===== config.mk =====
export PLATFORM = sky130hd
export DESIGN_NAME = bw_alu
export DESIGN_NICKNAME = d
export VERILOG_FILES = /design/src/rtl/bw_alu_pkg.sv /design/src/rtl/bwa_arith.sv /design/src/rtl/bwa_bcd.sv /design/src/rtl/bwa_logic.sv /design/src/rtl/bw_alu.sv
export SDC_FILE = /design/constraint.sdc
export NUM_CORES = 1
export LEC_CHECK = 0
export CORE_MARGIN = 2
export CORE_UTILIZATION = 35
export DETAILED_ROUTE_END_ITERATION = 8
export DONT_BUFFER_PORTS = 1
export PLACE_DENSITY = 0.45
export SYNTH_ARGS = -nofsm -noshare
export SYNTH_HDL_FRONTEND = slang
export SYNTH_SLANG_ARGS = --single-unit

===== constraint.sdc =====
create_clock -name clk -period 1.47 [get_ports clk]
set_clock_uncertainty 0.05 [all_clocks]
set_input_delay 0 -clock clk [delete_from_list [all_inputs] [get_ports clk]]
set_output_delay 0 -clock clk [all_outputs]
set_load 0.02 [all_outputs]

===== src/rtl/bw_alu_pkg.sv =====
package bw_alu_pkg;
  localparam int unsigned OP_W = 4;
  localparam int unsigned FL_W = 4;

  typedef enum logic [OP_W-1:0] {
    OP_ADD  = 4'd0,  OP_ADDC = 4'd1,  OP_SUB  = 4'd2,  OP_SUBC = 4'd3,
    OP_CMP  = 4'd4,  OP_DADD = 4'd5,  OP_AND  = 4'd6,  OP_BIC  = 4'd7,
    OP_BIS  = 4'd8,  OP_XOR  = 4'd9,  OP_BIT  = 4'd10, OP_MOV  = 4'd11,
    OP_RRC  = 4'd12, OP_RRA  = 4'd13, OP_SWPB = 4'd14, OP_SXT  = 4'd15
  } alu_op_e;

  localparam int unsigned FL_C = 0;
  localparam int unsigned FL_Z = 1;
  localparam int unsigned FL_N = 2;
  localparam int unsigned FL_V = 3;

  localparam logic [FL_W-1:0] FLAGS_ALL  = 4'hF;
  localparam logic [FL_W-1:0] FLAGS_NONE = 4'h0;
endpackage


===== src/rtl/bwa_arith.sv =====
// Binary add/subtract path with carry and signed overflow at byte or word width.
module bwa_arith
  import bw_alu_pkg::*;
#(
  parameter int W = 16
) (
  input  alu_op_e        op,
  input  logic           byte_sel,
  input  logic [W-1:0]   src,
  input  logic [W-1:0]   dst,
  input  logic           cin,
  output logic [W-1:0]   sum,
  output logic           cout,
  output logic           ovf
);
  localparam int H = W / 2;

  logic         subtract;
  logic         c0;
  logic [W-1:0] addend;
  logic [W:0]   full;
  logic [H:0]   half;

  always_comb begin
    subtract = (op == OP_SUB) || (op == OP_SUBC) || (op == OP_CMP);
    addend   = subtract ? ~src : src;
    case (op)
      OP_ADD:         c0 = 1'b0;
      OP_SUB, OP_CMP: c0 = 1'b1;
      default:        c0 = cin;
    endcase
    full = {1'b0, dst} + {1'b0, addend} + {{W{1'b0}}, c0};
    half = {1'b0, dst[H-1:0]} + {1'b0, addend[H-1:0]} + {{H{1'b0}}, c0};
    if (byte_sel) begin
      sum  = {{(W-H){1'b0}}, half[H-1:0]};
      cout = half[H];
      ovf  = (dst[H-1] == addend[H-1]) && (half[H-1] != dst[H-1]);
    end else begin
      sum  = full[W-1:0];
      cout = full[W];
      ovf  = (dst[W-1] == addend[W-1]) && (full[W-1] != dst[W-1]);
    end
  end
endmodule


===== src/rtl/bwa_bcd.sv =====
// Packed-decimal adder: one corrected 4-bit digit cell per nibble, rippled carry.
module bwa_bcd #(
  parameter int W = 16
) (
  input  logic           byte_sel,
  input  logic [W-1:0]   src,
  input  logic [W-1:0]   dst,
  input  logic           cin,
  output logic [W-1:0]   sum,
  output logic           cout
);
  localparam int D  = W / 4;
  localparam int DH = D / 2;
  localparam int H  = W / 2;

  logic [W-1:0] digits;
  logic [4:0]   raw;
  logic         c;
  logic         c_half;

  always_comb begin
    c      = cin;
    c_half = 1'b0;
    digits = '0;
    raw    = '0;
    for (int i = 0; i < D; i++) begin
      raw = {1'b0, dst[4*i +: 4]} + {1'b0, src[4*i +: 4]} + {4'b0000, c};
      if (raw > 5'd9) begin
        digits[4*i +: 4] = raw[3:0] + 4'd6;
        c = 1'b1;
      end else begin
        digits[4*i +: 4] = raw[3:0];
        c = 1'b0;
      end
      if (i == DH - 1) c_half = c;
    end
    if (byte_sel) begin
      sum  = {{(W-H){1'b0}}, digits[H-1:0]};
      cout = c_half;
    end else begin
      sum  = digits;
      cout = c;
    end
  end
endmodule


===== src/rtl/bwa_logic.sv =====
// Bitwise, move, shift, byte-exchange and sign-extend path.
module bwa_logic
  import bw_alu_pkg::*;
#(
  parameter int W = 16
) (
  input  alu_op_e        op,
  input  logic           byte_sel,
  input  logic [W-1:0]   src,
  input  logic [W-1:0]   dst,
  input  logic           cin,
  output logic [W-1:0]   res,
  output logic           shout
);
  localparam int H = W / 2;

  logic [W-1:0] r;
  logic         word_only;

  always_comb begin
    word_only = (op == OP_SWPB) || (op == OP_SXT);
    shout     = dst[0];
    case (op)
      OP_AND, OP_BIT: r = src & dst;
      OP_BIC:         r = ~src & dst;
      OP_BIS:         r = src | dst;
      OP_XOR:         r = src ^ dst;
      OP_MOV:         r = src;
      OP_RRC:         r = byte_sel ? {{(W-H){1'b0}}, cin, dst[H-1:1]}
                                   : {cin, dst[W-1:1]};
      OP_RRA:         r = byte_sel ? {{(W-H){1'b0}}, dst[H-1], dst[H-1:1]}
                                   : {dst[W-1], dst[W-1:1]};
      OP_SWPB:        r = {dst[H-1:0], dst[W-1:H]};
      OP_SXT:         r = {{(W-H){dst[H-1]}}, dst[H-1:0]};
      default:        r = '0;
    endcase
    if (byte_sel && !word_only) res = {{(W-H){1'b0}}, r[H-1:0]};
    else                        res = r;
  end
endmodule


===== src/rtl/bw_alu.sv =====
// Top: selects the path, builds the flags and mask, registers the outcome.
module bw_alu
  import bw_alu_pkg::*;
#(
  parameter int W = 16
) (
  input  logic           clk,
  input  logic           rst_n,
  input  logic           issue,
  input  logic [3:0]     op,
  input  logic           byte_sel,
  input  logic [W-1:0]   src,
  input  logic [W-1:0]   dst,
  input  logic           carry_in,
  output logic           out_valid,
  output logic [W-1:0]   result,
  output logic           wr_en,
  output logic [3:0]     flag_we,
  output logic           flag_v,
  output logic           flag_n,
  output logic           flag_z,
  output logic           flag_c
);
  localparam int H = W / 2;

  alu_op_e      op_e;
  logic [1:0]   rst_pipe;
  logic         rst_int_n;
  logic [W-1:0] ar_sum, bcd_sum, lg_res;
  logic         ar_cout, ar_ovf, bcd_cout, lg_shout;

  logic [W-1:0]    nx_res;
  logic            nx_wr, nx_c, nx_v, nx_n, nx_z, narrow;
  logic [FL_W-1:0] nx_mask;
  logic [FL_W-1:0] nx_flags;

  assign op_e = alu_op_e'(op);

  // Reset asserts at once, releases two clocks after rst_n rises.
  always_ff @(posedge clk or negedge rst_n) begin
    if (!rst_n) rst_pipe <= 2'b00;
    else        rst_pipe <= {rst_pipe[0], 1'b1};
  end
  assign rst_int_n = rst_pipe[1];

  bwa_arith #(.W(W)) u_arith (
    .op(op_e), .byte_sel(byte_sel), .src(src), .dst(dst), .cin(carry_in),
    .sum(ar_sum), .cout(ar_cout), .ovf(ar_ovf)
  );

  bwa_bcd #(.W(W)) u_bcd (
    .byte_sel(byte_sel), .src(src), .dst(dst), .cin(carry_in),
    .sum(bcd_sum), .cout(bcd_cout)
  );

  bwa_logic #(.W(W)) u_logic (
    .op(op_e), .byte_sel(byte_sel), .src(src), .dst(dst), .cin(carry_in),
    .res(lg_res), .shout(lg_shout)
  );

  always_comb begin
    narrow  = byte_sel && (op_e != OP_SWPB) && (op_e != OP_SXT);
    nx_wr   = (op_e != OP_CMP) && (op_e != OP_BIT);
    nx_mask = FLAGS_ALL;
    nx_c    = 1'b0;
    nx_v    = 1'b0;
    case (op_e)
      OP_ADD, OP_ADDC, OP_SUB, OP_SUBC, OP_CMP: nx_res = ar_sum;
      OP_DADD:                                   nx_res = bcd_sum;
      default:                                   nx_res = lg_res;
    endcase
    nx_n = narrow ? nx_res[H-1] : nx_res[W-1];
    nx_z = narrow ? (nx_res[H-1:0] == '0) : (nx_res == '0);
    case (op_e)
      OP_ADD, OP_ADDC, OP_SUB, OP_SUBC, OP_CMP: begin
        nx_c = ar_cout;
        nx_v = ar_ovf;
      end
      OP_DADD:                nx_c = bcd_cout;
      OP_AND, OP_BIT, OP_SXT: nx_c = !nx_z;
      OP_XOR: begin
        nx_c = !nx_z;
        nx_v = narrow ? (src[H-1] & dst[H-1]) : (src[W-1] & dst[W-1]);
      end
      OP_RRC, OP_RRA:         nx_c = lg_shout;
      default:                nx_mask = FLAGS_NONE;
    endcase
    nx_flags = {nx_v, nx_n, nx_z, nx_c} & nx_mask;
  end

  always_ff @(posedge clk or negedge rst_int_n) begin
    if (!rst_int_n) begin
      out_valid <= 1'b0;
      result    <= '0;
      wr_en     <= 1'b0;
      flag_we   <= '0;
      {flag_v, flag_n, flag_z, flag_c} <= '0;
    end else begin
      out_valid <= issue;
      if (issue) begin
        result    <= nx_res;
        wr_en     <= nx_wr;
        flag_we   <= nx_mask;
        {flag_v, flag_n, flag_z, flag_c} <= nx_flags;
      end
    end
  end
endmodule


# == Word-level counts from Yosys, hierarchy flattened ==
# Index checks and enable logic that the tools add are counted.
# totals
output_inout_bits,26
register_bits,28
elab_cells,106
input_bits,41
# op_classes
muxes,26
bitwise_logic,8
add_sub_neg,16
eq_ne,23
n_lt_le_gt_ge,4
reduce_logical,20
# op_table
operator,count
case mux 16 bit (9 select lines),1
2-to-1 mux 16 bit,6
bitwise AND 16 bit,2
equality test 4 bit (second input constant),8
case mux 16 bit (2 select lines),1
adder 4 x 4 -> 5 bit,4
adder 5 x 1 -> 5 bit,4
greater-than comparator 5 x 4 -> 1 bit (second input constant),4
2-to-1 mux 4 bit,5
adder 16 x 16 -> 17 bit,1
adder 17 x 1 -> 17 bit,1
adder 4 x 3 -> 4 bit (second input constant),4
equality test 4 x 3 -> 1 bit (second input constant),4
logical NOT 16 bit,1
NOT 16 bit,1
bitwise OR 16 bit,1
XOR 16 bit,1
inequality test 4 bit (second input constant),3
OR reduction 12 bit,1
2-to-1 mux 1 bit,10
adder 8 x 8 -> 9 bit,1
adder 9 x 1 -> 9 bit,1
equality test 4 x 2 -> 1 bit (second input constant),2
logical NOT 8 bit,1
other kinds (15),29

# == Depth between registers and ports, before layout ==
# Gate-level depths: netlist (run 1).
# depth
ltp_word,20
mapped_depth,32
mapped_depth_nobuf,32

# == By module ==
# Synthesis (run 1) repeated with hierarchy kept, for this count alone.
# hier_totals
cells_unflattened,674
hier_area_um2,5099.9
# by_module_without_submodules
module,area_each_um2,seq_area_each_um2,instances,cells_per_inst
bw_alu,1600.3,625.6,1,194
bwa_logic,1493.9,0.0,1,226
bwa_arith,1012.2,0.0,1,134
bwa_bcd,993.5,0.0,1,120

# == Worst setup path after synthesis (run 1) ==
# No wires, ideal clock.
# synth_timing
path_type,input to register
startpoint,in src[0]
endpoint,reg flag_c
setup_slack_ns,-5.880
setup_time_ns,0.126
path_buffers,0
cell_stages,30
t_arrival_ns,7.174
required_time_ns,1.294
cell_sequence,fa_1 > fa_1 > xor2_1 > nor2_1 > o31ai_1 > inv_1 > fa_1 > inv_1 > fa_1 > xor2_1 > inv_1 > nand2_1 > a21boi_0 > fa_1 > fa_1 > xor2_1 > ha_1 > o21ai_0 > a31o_2 > fa_1 > inv_1 > fa_1 > ha_1 > a21boi_0 > o31ai_1 > mux2_2 > nor4_2 > and4_1 > nand4_1 > a221o_1
# synth_via
elab_chain_len,20
elab_cells_between_ends,44
classes_between,13 x add/sub; 4 x order compare; 18 x mux; 6 x bitwise; 3 x reduce/logical
# synth_rtl
element,line_no,text
start: declaration,bw_alu.sv:12,"input logic [W-1:0] src,"
adder 4 x 4 -> 5 bit,bwa_bcd.sv:27,"raw = {1'b0, dst[4*i +: 4]} + {1'b0, src[4*i +: 4]} + {4'b0000, c};"
adder 5 x 1 -> 5 bit,bwa_bcd.sv:27,
greater-than comparator 5 x 4 -> 1 bit,bwa_bcd.sv:28,if (raw > 5'd9) begin
2-to-1 mux 1 bit,bwa_bcd.sv:28,
adder 5 x 1 -> 5 bit,bwa_bcd.sv:27,
greater-than comparator 5 x 4 -> 1 bit,bwa_bcd.sv:28,
2-to-1 mux 1 bit,bwa_bcd.sv:28,
adder 5 x 1 -> 5 bit,bwa_bcd.sv:27,
[... 4 more ...],-,
2-to-1 mux 4 bit,bwa_bcd.sv:28,
2-to-1 mux 16 bit,bwa_bcd.sv:37,if (byte_sel) begin
case mux 16 bit (2 select lines),bw_alu.sv:67,case (op_e)
logical NOT 16 bit,bw_alu.sv:73,nx_z = narrow ? (nx_res[H-1:0] == '0) : (nx_res == '0);
2-to-1 mux 1 bit,bw_alu.sv:73,
logical NOT 1 bit,"bw_alu.sv:80, bw_alu.sv:82",
case mux 1 bit (4 select lines) (*),bw_alu.sv:74,case (op_e)
bitwise AND 4 bit (*),bw_alu.sv:88,"nx_flags = {nx_v, nx_n, nx_z, nx_c} & nx_mask;"
end signal: assignment,bw_alu.sv:104,"{flag_v, flag_n, flag_z, flag_c} <= nx_flags;"
end: declaration,bw_alu.sv:22,output logic flag_c
# Every way passes the cells marked *; elsewhere a longest branch is shown, timed or not.
# A chain may end at the register's enable or synchronous reset.

# == Worst setup path after layout (run 1) ==
# Ends and elaborated chain as after synthesis.

==> results.json, run 1 <==
{
  "cts.clk_slew.worst_paths_ps": 60,
  "finalNonFillerCells": 1021,
  "portBuffers": 0,
  "min_path_type": "in -> reg",
  "r2r_start": "flag_c",
  "cts_buffers": 3,
  "synth_edf_count": 0,
  "grt_pass1_vias": 5962,
  "yosys.area_share.simple_pct": 21.2,
  "slew_violations": 0,
  "cpPeakStageDelay_ps": 480,
  "drt-total-wl_um": 21200,
  "vias_per_cell": 5.70,
  "yosys.cell_count.top_type": "a21oi_1",
  "area_growth_pct": 57.2,
  "synthXorXnorAreaFrac_pct": 7.02,
  "grt_pass1_wl_um": 32800,
  "cts.sinks": 25,
  "yosysWarnings": 0,
  "violations": "negative setup slack",
  "peakVddDrop_v": 0.000405,
  "synth_area_um2": 4860,
  "cp_max_fo": 4,
  "initial_core_util_pct": 35.5,
  "drcViolationCount": 0,
  "track_usage_pct": 28.4,
  "yosys-top-cells-area": "dfrtp_1 13%, ha_1 13%, a21oi_1 6.1%",
  "crit_family": "adder cells",
  "synth.ff_latch_count": 25,
  "cts_tree": "yes",
  "gp_congestion": 0.990,
  "cp-startpoint": "src[0]",
  "dieArea_um2": 14900,
  "n_fill_cell": 1292,
  "cts_buffer_depth": 2,
  "end_kind": "flop",
  "path_class": "in -> reg",
  "placed_cells": 980,
  "final-setup-viol-count": 20,
  "ys.flop_type": "dfrtp_1",
  "fin_crit_ps": 6460,
  "ys_top_cells_by_count": "59 x a21oi_1, 49 x ha_1, 49 x nor2_1",
  "synth_top_family_by_area": "compound AO/OA/AOI/OAI gates",
  "tightest_slew_ps": 498,
  "num_vias": 5817,
  "grt_overflow": 0,
  "min-delay-start": "byte_sel",
  "p_total_uw": 5590,
  "diodes": 0,
  "rsz0062_at_grt": "yes",
  "synth_top_area_share_pct": 12.9,
  "p_leak_uw": 0.00341,
  "status": "finished with violations",
  "yosysTopAreaCell": "dfrtp_1",
  "root_buffer": "clkbuf_16",
  "syn_inst": 633,
  "drv_cap": 0,
  "h-tree-depth": 1,
  "fmax_ghz": 0.155,
  "antenna_found_initial": 0,
  "start_kind": "input port",
  "synth_fa_ha_area_share_pct": 16.9,
  "io_pins": 67,
  "crit_buf_inv": 5,
  "grt_max_degree": 52,
  "synth_compound_area_share_pct": 28.7,
  "clkLatencyLatePin_ps": 250,
  "avgSynthCellArea_um2": 7.69,
  "holdWs_ps": 11.0,
  "syn_nets": 733,
  "dp_hpwl_um": 16800,
  "first_pass_iters": 5,
  "core_area_um2": 13700,
  "final.period_utilization_pct": 439,
  "synth_cell_types": 78,
  "dr.first_iter.drc_count": 465,
  "crit_required_ps": 1560,
  "slowest_stage": "fa_2",
  "cellPowerDensity_nw_per_um2": 730,
  "nets": 942,
  "synthMuxAreaShare_pct": 5.38,
  "relSlewSlack_pct": 65.9,
  "yosysSeqAreaShare_pct": 12.9,
  "cp_data_arrival_time_ps": 6540,
  "postLayoutSetupSlackWorst_ps": -4990,
  "cpMostUsedCell": "fa_2",
  "fp.dieH_um": 122,
  "avgRoutedWirePerCell_um": 20.8,
  "hold_violations": 0,
  "rows": 43,
  "drive_gt1_share_pct": 43.9,
  "die-width_um": 122,
  "antenna_left": 0,
  "ys_async_sr_fraction_pct": 100
}
flip-flops by register name (all words and copies together) (netlist names):
register   cells
flag_c         1
rst_pipe       2
flag_v         1
flag_z         1
result        16
wr_en          1
out_valid      1
flag_we        1
flag_n         1
stage by stage:
step	cell area (um2)	utilization (%)	setup TNS (ps)	worst slack, ps
finish	7650	55.7	-55920	-4990
CTS	7340	53.5	-55700	-4980
global route	7650	55.7	-58750	-5200
global placement	6610	48.2	-63470	-5570
detailed placement	6610	48.2	-65570	-5770
floorplan	5120	-	-56290	-5350
power by group:
part	internal, uW	switching, uW
combinational	2150	1880
sequential	783	180
clock	368	227
total	3300	2280
worst min-delay path, cell delays in order:
cell and delay [ps]:
nand3_1 70, a21oi_2 60, a21o_1 140
final cells by class:
class                   instances  area (um2)  area share [%]
multi-input cells             522        4560            59.6
repair buffers                240        1940            25.4
flip-flops and latches         25         626            8.18
well taps                     180         225            2.95
inverters                      50         216            2.83
clock buffers                   3        75.1           0.982
clock inverters                 1        7.51          0.0982
kinds of logic (layout without fill, tap and decap cells):
family,count (synthesis),after routing
compound gates,200,200
xor+xnor,39,39
fa+ha+maj,60,60
buf+inv,86,294
flops,25,25
mux,25,25
other cells,1,1
simple gates,197,197
layout by cell type, fill, tap and decap left out, drive strengths merged, types with 6 or more instances in the layout:
master   count
a211oi       9
a21o        13
a21oi       59
a22oi        6
a31oi        8
a32oi        6
and3         7
buf        236
dfrtp       25
fa          10
ha          49
inv         48
mux2         9
mux2i       16
nand2       41
nand2b      15
nand3       18
nand4        6
nor2        49
nor3        13
o2111ai      6
o21ai       22
o32ai       10
or3          6
xnor2       29
xor2        10
worst paths after layout:
| check | to | slack, ps | cells after the start |
|---|---|---|---|
| max in group asynchronous | rst_pipe[1] | 790 | 2 |
| min in group asynchronous | out_valid | 170 | 1 |
| hold / removal | flag_n | 10 | 3 |
| setup / recovery | flag_c | -4990 | 29 |
| hold reg to reg | out_valid | 170 | 1 |
| setup reg to reg | flag_c | 470 | 1 |
routing by layer:
layer / track usage (%) / share of wire [%] / vias up
met5: 0 / 0 / -
met4: 8.48 / 2.7 / 0
met3: 4.68 / 6.8 / 35
met2: 48.8 / 48 / 215
met1: 36.5 / 43 / 2806
li1: - / - / 2761
repair_timing:
| action | CTS | global route |
|---|---|---|
| setup endpoints to repair | 20 | 20 |
| hold endpoints to repair | 24 | 0 |
| gates resized for setup | 88 | 43 |
| pin swaps | 51 | 43 |
| gates cloned | 0 | 0 |
| hold buffers | 5 | 0 |
| buffers inserted | 26 | 19 |
Power figures use the tool's default switching activity.
==> run 2: changes to the inputs <==
--- a/config.mk
+++ b/config.mk
@@ -7,2 +7,3 @@
 export LEC_CHECK = 0
+export CORE_ASPECT_RATIO = 1.75
 export CORE_MARGIN = 2
--- a/constraint.sdc
+++ b/constraint.sdc
@@ -4,2 +4,2 @@
 set_output_delay 0 -clock clk [all_outputs]
-set_load 0.02 [all_outputs]
+set_load 0.1 [all_outputs]
==> run 2 against run 1 <==
  * The run still ends with negative setup slack left
  * Critical path depth rose by 1
  * Cell count rose by 1.3%
  * Clock power rose by 3%
  * Core utilization rose by 0.36 points
  * Worst hold slack improved by 20 ps
  * Sequential power fell by 13%
  * Highest routed layer unchanged
==> results.json, run 2 (synthesis gave the netlist of run 1 again) <==
{
  "status": "finished with violations",
  "violations": "negative setup slack",
  "track_usage_pct": 31.0,
  "io_pins": 67,
  "path_class": "in -> reg",
  "mostFrequentLayoutCells": "230 x buf_4, 45 x nor2_1, 41 x ha_1",
  "cts_tree": "yes",
  "dieArea_um2": 14900,
  "fin_util_pct": 56.1,
  "grt_max_degree": 52,
  "cp_data_arrival_time_ps": 6590,
  "fp.dieH_um": 160,
  "tightest_slew_ps": 828,
  "crit_family": "adder cells",
  "rows": 57,
  "end_kind": "flop",
  "tns_ps": -55330,
  "cellPowerDensity_nw_per_um2": 822,
  "clkPwrFrac_pct": 9.7,
  "swShare_pct": 46.5,
  "num_vias": 5901,
  "highest_layer": "met4",
  "ff_latch_area_um2": 629,
  "grt_pass1_vias": 6391,
  "start_kind": "input port",
  "h-tree-depth": 1,
  "slowest_stage": "fa_2",
  "fin_crit_ps": 6500,
  "p_int_uw": 3400,
  "dr.first_iter.drc_count": 316,
  "cts.clk_slew.worst_paths_ps": 60,
  "seqPwrFrac_pct": 13.2,
  "gp_congestion": 0.976,
  "drive_gt1_share_pct": 45.4,
  "rsz0062_at_grt": "yes",
  "cts.sinks": 25,
  "crit_required_ps": 1570,
  "drt-total-wl_um": 22800,
  "cts_buffers": 3,
  "core_area_um2": 13800,
  "placed_area_um2": 6780,
  "min_path_type": "in -> reg",
  "top_register": "result",
  "final-setup-viol-count": 20,
  "wl_met1_um": 7970,
  "relSlewSlack_pct": 44.4,
  "root_buffer": "clkbuf_16",
  "area_growth_pct": 58.7,
  "fmax_ghz": 0.154,
  "cts_buffer_depth": 2,
  "holdWs_ps": 30.8,
  "multiInputGateArea_um2": 4520,
  "dp_hpwl_um": 17900,
  "antenna_found_initial": 0,
  "nets": 958,
  "first_pass_iters": 5,
  "clkLatencyLatePin_ps": 260,
  "drcViolationCount": 0,
  "slew_violations": 0,
  "p_switching_uw": 2950,
  "cpMostUsedCell": "fa_2",
  "pwr-share-comb_pct": 77.1,
  "crit_buf_inv": 5,
  "reg_top3": "result: 16 flops, rst_pipe: 2 flops",
  "die-width_um": 93.1,
  "drv_cap": 0,
  "wl_met2_um": 12400,
  "grt_overflow": 0,
  "vias_per_cell": 5.71,
  "postLayoutSetupSlackWorst_ps": -5030,
  "diodes": 0,
  "fin_area_um2": 7720,
  "final.period_utilization_pct": 442,
  "dr_wl_met3_um": 1080,
  "p_leak_uw": 0.00348,
  "antenna_left": 0,
  "cpPeakStageDelay_ps": 460,
  "largest_reg_flops": 16,
  "peakVddDrop_v": 0.000432,
  "portBuffers": 0,
  "grt_pass1_wl_um": 35300,
  "initial_core_util_pct": 35.3,
  "mostFrequentLayoutCell": "buf_4",
  "cp_max_fo": 4,
  "avgRoutedWirePerCell_um": 22.0,
  "hold_violations": 0,
  "n_fill_cell": 1324
}
run 2: worst paths after layout:
check / endpoint / slack (ps) / depth (start not counted) / start
max: flag_c / -5030 / 30 / src[0]
min: flag_v / 30 / 3 / issue
max reg2reg: flag_c / 580 / 1 / flag_c
min in group asynchronous: result[7] / 170 / 1 / rst_pipe[1]
max in group asynchronous: rst_pipe[0] / 790 / 2 / rst_n
min reg2reg: result[7] / 170 / 1 / rst_pipe[1]
run 2: area by class of cell:
cell class	count	share of cell area, %
flip-flops and latches	25	8.15
clock buffers	3	0.972
multi-input cells	522	58.6
well taps	177	2.87
repair buffers	256	26.5
clock inverters	1	0.0972
inverters	50	2.80
run 2: tightest hold or removal path, delay by kind of cell:
| family | cells | cell delay [ps] |
|---|---|---|
| buffers and inverters | 1 | 150 |
| AND/OR/NAND/NOR | 1 | 100 |
| AO/OA/AOI/OAI | 1 | 50 |
run 2: layer usage:
layer  track usage (%)  vias to the layer above
met4              16.8                        0
met2              58.7                      199
met3              3.77                       67
met1              32.0                     2847
met5                 0                        -
li1                  -                     2788
run 2: power by group through the flow:
stage	registers [uW]	logic, uW	clock network [uW]
2_1_floorplan	1530	1910	0
3_3_place_gp	851	4030	0
3_5_place_dp	854	4080	0
4_1_cts	842	4740	634
5_1_grt	852	5210	655
6_report	840	4890	613
run 2: timing repair:
| action | CTS | global route |
|---|---|---|
| hold buffers | 6 | 0 |
| gates resized for setup | 84 | 41 |
| pin swaps | 55 | 37 |
| gates cloned | 0 | 0 |
| setup endpoints to repair | 20 | 20 |
| setup buffers | 33 | 16 |
| hold endpoints to repair | 25 | 0 |
run 2: per-stage QoR:
stage	worst slack, ps	std cells	total power (uW)
floorplan	-5350	633	3450
global placement	-5670	998	4890
detailed placement	-5860	998	4940
CTS	-5010	1034	6220
global route	-5290	1034	6720
finish	-5030	1034	6350
==> run 3: changes to the inputs <==
CORE_UTILIZATION = 65   (was 35)
PLACE_DENSITY = not set   (was 0.45)
PLACE_DENSITY_LB_ADDON = 0.1   (was not set)
==> run 3 against run 2 <==
  * The run now fails in clock tree synthesis
  * Area after synthesis did not move
  * Synthesized cell count unchanged
==> results.json, run 3 <==
{
  "avgSynthCellArea_um2": 7.69,
  "h-tree-depth": 1,
  "yosys.area_share.simple_pct": 21.2,
  "synth_top_family_by_area": "compound AO/OA/AOI/OAI gates",
  "ys_top_cells_by_count": "59 x a21oi_1, 49 x ha_1, 49 x nor2_1",
  "postCtsResizedCells": 94,
  "die-width_um": 69.4,
  "initial_core_util_pct": 67.3,
  "dp_hpwl_um": 17300,
  "placed_area_um2": 6560,
  "fp.dieH_um": 118,
  "rows": 41,
  "root_buffer": "clkbuf_16",
  "yosysSeqAreaShare_pct": 12.9,
  "cts_buffer_depth": 2,
  "synth_top_area_share_pct": 12.9,
  "yosysWarnings": 0,
  "synth_fa_ha_area_share_pct": 16.9,
  "synthXorXnorAreaFrac_pct": 7.02,
  "yosys-top-cells-area": "dfrtp_1 13%, ha_1 13%, a21oi_1 6.1%",
  "synthMuxAreaShare_pct": 5.38,
  "syn_inst": 633,
  "status": "did not finish",
  "synth_edf_count": 0,
  "yosysTopAreaCell": "dfrtp_1",
  "ctsHoldBuffers": 4,
  "synth.ff_latch_count": 25,
  "synth_compound_area_share_pct": 28.7,
  "portBuffers": 0,
  "synth_cell_types": 78,
  "synth_area_um2": 4860,
  "ys.flop_type": "dfrtp_1",
  "syn_nets": 733,
  "cts.sinks": 25,
  "cts_buffers": 3,
  "error_line": "[ERROR DPL-0038] Utilization greater than 100%, impossible to legalize",
  "post_cts_buffers": 68,
  "io_pins": 67,
  "yosys.cell_count.top_type": "a21oi_1",
  "placed_cells": 892,
  "gp_congestion": 1.09,
  "ys_async_sr_fraction_pct": 100,
  "haltStage": "clock tree synthesis"
}
[run 3: cell counts after synthesis]
Identical to the previous run, type by type.
[run 3: through the flow]
| stage | worst slack, ps | setup TNS (ps) |
|---|---|---|
| floorplan | -5350 | -56300 |
| global placement | -5580 | -62600 |
| detailed placement | -6100 | -68220 |
[run 3: cell families after synthesis]
group | after synthesis
compound gates | 200
xor+xnor | 39
fa+ha+maj | 60
buf+inv | 86
flops | 25
mux | 25
other cells | 1
simple gates | 197
==> run 4: changes to the inputs <==
CORE_ASPECT_RATIO = not set   (was 1.75)
CORE_UTILIZATION = 40   (was 65)
PLACE_DENSITY_LB_ADDON = 0.15   (was 0.1)
==> run 4 against run 3 <==
  * The flow now finishes, with violations (negative setup slack)
==> results.json, run 4 (synthesis gave the netlist of run 1 again) <==
{
  "hold_violations": 0,
  "mostFrequentLayoutCell": "buf_4",
  "final.period_utilization_pct": 462,
  "reg_top3": "result: 16 flops, rst_pipe: 2 flops",
  "postLayoutSetupSlackWorst_ps": -5320,
  "placed_area_um2": 6730,
  "drv_cap": 0,
  "slew_violations": 0,
  "min_path_type": "in -> reg",
  "fmax_ghz": 0.147,
  "worstRegToRegCells": 1,
  "cp_data_arrival_time_ps": 6870,
  "initial_core_util_pct": 40.7,
  "rr_endpoint": "flag_c",
  "antenna_left": 0,
  "p_leak_uw": 0.00367,
  "path_class": "in -> reg",
  "fp.dieH_um": 114,
  "final-setup-viol-count": 20,
  "dr.first_iter.drc_count": 486,
  "slowest_stage": "fa_2",
  "tightest_slew_ps": 730,
  "fin_util_pct": 66.4,
  "nets": 995,
  "cpMostUsedCell": "fa_2",
  "area_growth_pct": 63.2,
  "cts_tree": "yes",
  "r2r_start": "flag_c",
  "violations": "negative setup slack",
  "drcViolationCount": 0,
  "drive_gt1_share_pct": 46.4,
  "cts_buffer_depth": 2,
  "cpPeakStageDelay_ps": 460,
  "grt_overflow": 0,
  "rows": 40,
  "num_vias": 6224,
  "relSlewSlack_pct": 51.0,
  "top_register": "result",
  "ff_latch_area_um2": 629,
  "dieArea_um2": 13100,
  "grt_pass1_vias": 6352,
  "grt_max_degree": 52,
  "cellPowerDensity_nw_per_um2": 880,
  "dp_hpwl_um": 16300,
  "peakVddDrop_v": 0.000758,
  "cp_max_fo": 4,
  "fin_area_um2": 7940,
  "n_fill_cell": 998,
  "p_total_uw": 6990,
  "end_kind": "flop",
  "track_usage_pct": 33.2,
  "drt-total-wl_um": 22100,
  "crit_required_ps": 1560,
  "r2r_slack_ps": 580,
  "grt_pass1_wl_um": 33900,
  "io_pins": 67,
  "fin_crit_ps": 6790,
  "h-tree-depth": 1,
  "rsz0062_at_grt": "yes",
  "avgRoutedWirePerCell_um": 21.2,
  "die-width_um": 114,
  "mostFrequentLayoutCells": "243 x buf_4, 46 x nor2_1, 43 x ha_1",
  "status": "finished with violations",
  "core_area_um2": 12000,
  "vias_per_cell": 5.97,
  "portBuffers": 0,
  "largest_reg_flops": 16,
  "tns_ps": -61190,
  "min_path_cells": 3,
  "cts.clk_slew.worst_paths_ps": 60,
  "start_kind": "input port",
  "cts_buffers": 3,
  "first_pass_iters": 5,
  "antenna_found_initial": 1,
  "clkLatencyLatePin_ps": 250,
  "cts.sinks": 25,
  "hold_path_end": "flag_n",
  "gp_congestion": 0.947,
  "min-delay-start": "byte_sel",
  "root_buffer": "clkbuf_16",
  "multiInputGateArea_um2": 4430
}
## run 4: what timing repair did
action / CTS / global route
setup endpoints to repair: 20 / 20
hold buffers: 4 / 0
hold endpoints to repair: 25 / 0
pin swaps: 55 / 34
resized for setup: 76 / 57
setup buffers: 55 / 42
## run 4: through the flow
step	setup WS, ps	instances	hold WS [ps]
after global routing	-5540	1041	6.04
after floorplan	-5350	633	-346
after CTS	-5190	1021	3.74
after detailed placement	-5810	966	-346
after global placement	-5580	966	-346
final	-5320	1042	4.55
## run 4: power by group
part / leakage (uW) / internal, uW / switching, uW
Clock: 0.0000382 / 370 / 228
Sequential: 0.000299 / 785 / 56.0
Combinational: 0.00333 / 2710 / 2840
Total: 0.00367 / 3860 / 3120
## run 4: layout make-up
cell class / instances / share of cell area (%)
Timing Repair Buffer: 293 / 30.4
Sequential cell: 25 / 7.93
Multi-Input combinational cell: 522 / 55.8
Clock buffer: 4 / 0.993
Antenna cell: 1 / 0.0315
Inverter: 50 / 2.52
Tap cell: 147 / 2.32
## run 4: worst max-delay path by stage
stage	start	to	slack, ps
2_1_floorplan	carry_in	flag_c	-5350
3_3_place_gp	carry_in	flag_c	-5580
3_5_place_dp	carry_in	flag_c	-5810
4_1_cts	src[0]	flag_c	-5190
5_1_grt	src[0]	flag_c	-5540
6_report	src[0]	flag_c	-5320
## run 4: critical path, delay by kind of cell
| kind | cells | cell delay, ps |
|---|---|---|
| compound gates | 7 | 1360 |
| xor+xnor | 3 | 580 |
| fa+ha+maj | 10 | 3430 |
| buf+inv | 4 | 340 |
| mux | 1 | 350 |
| simple gates | 5 | 790 |
## run 4: routing by layer
metal,routed length [um],track usage (%),up-vias
met5,0,0,-
met1,9080,42.6,3021
met4,1080,14.9,0
met2,10600,55.4,255
met3,1350,4.98,74
li1,-,-,2874
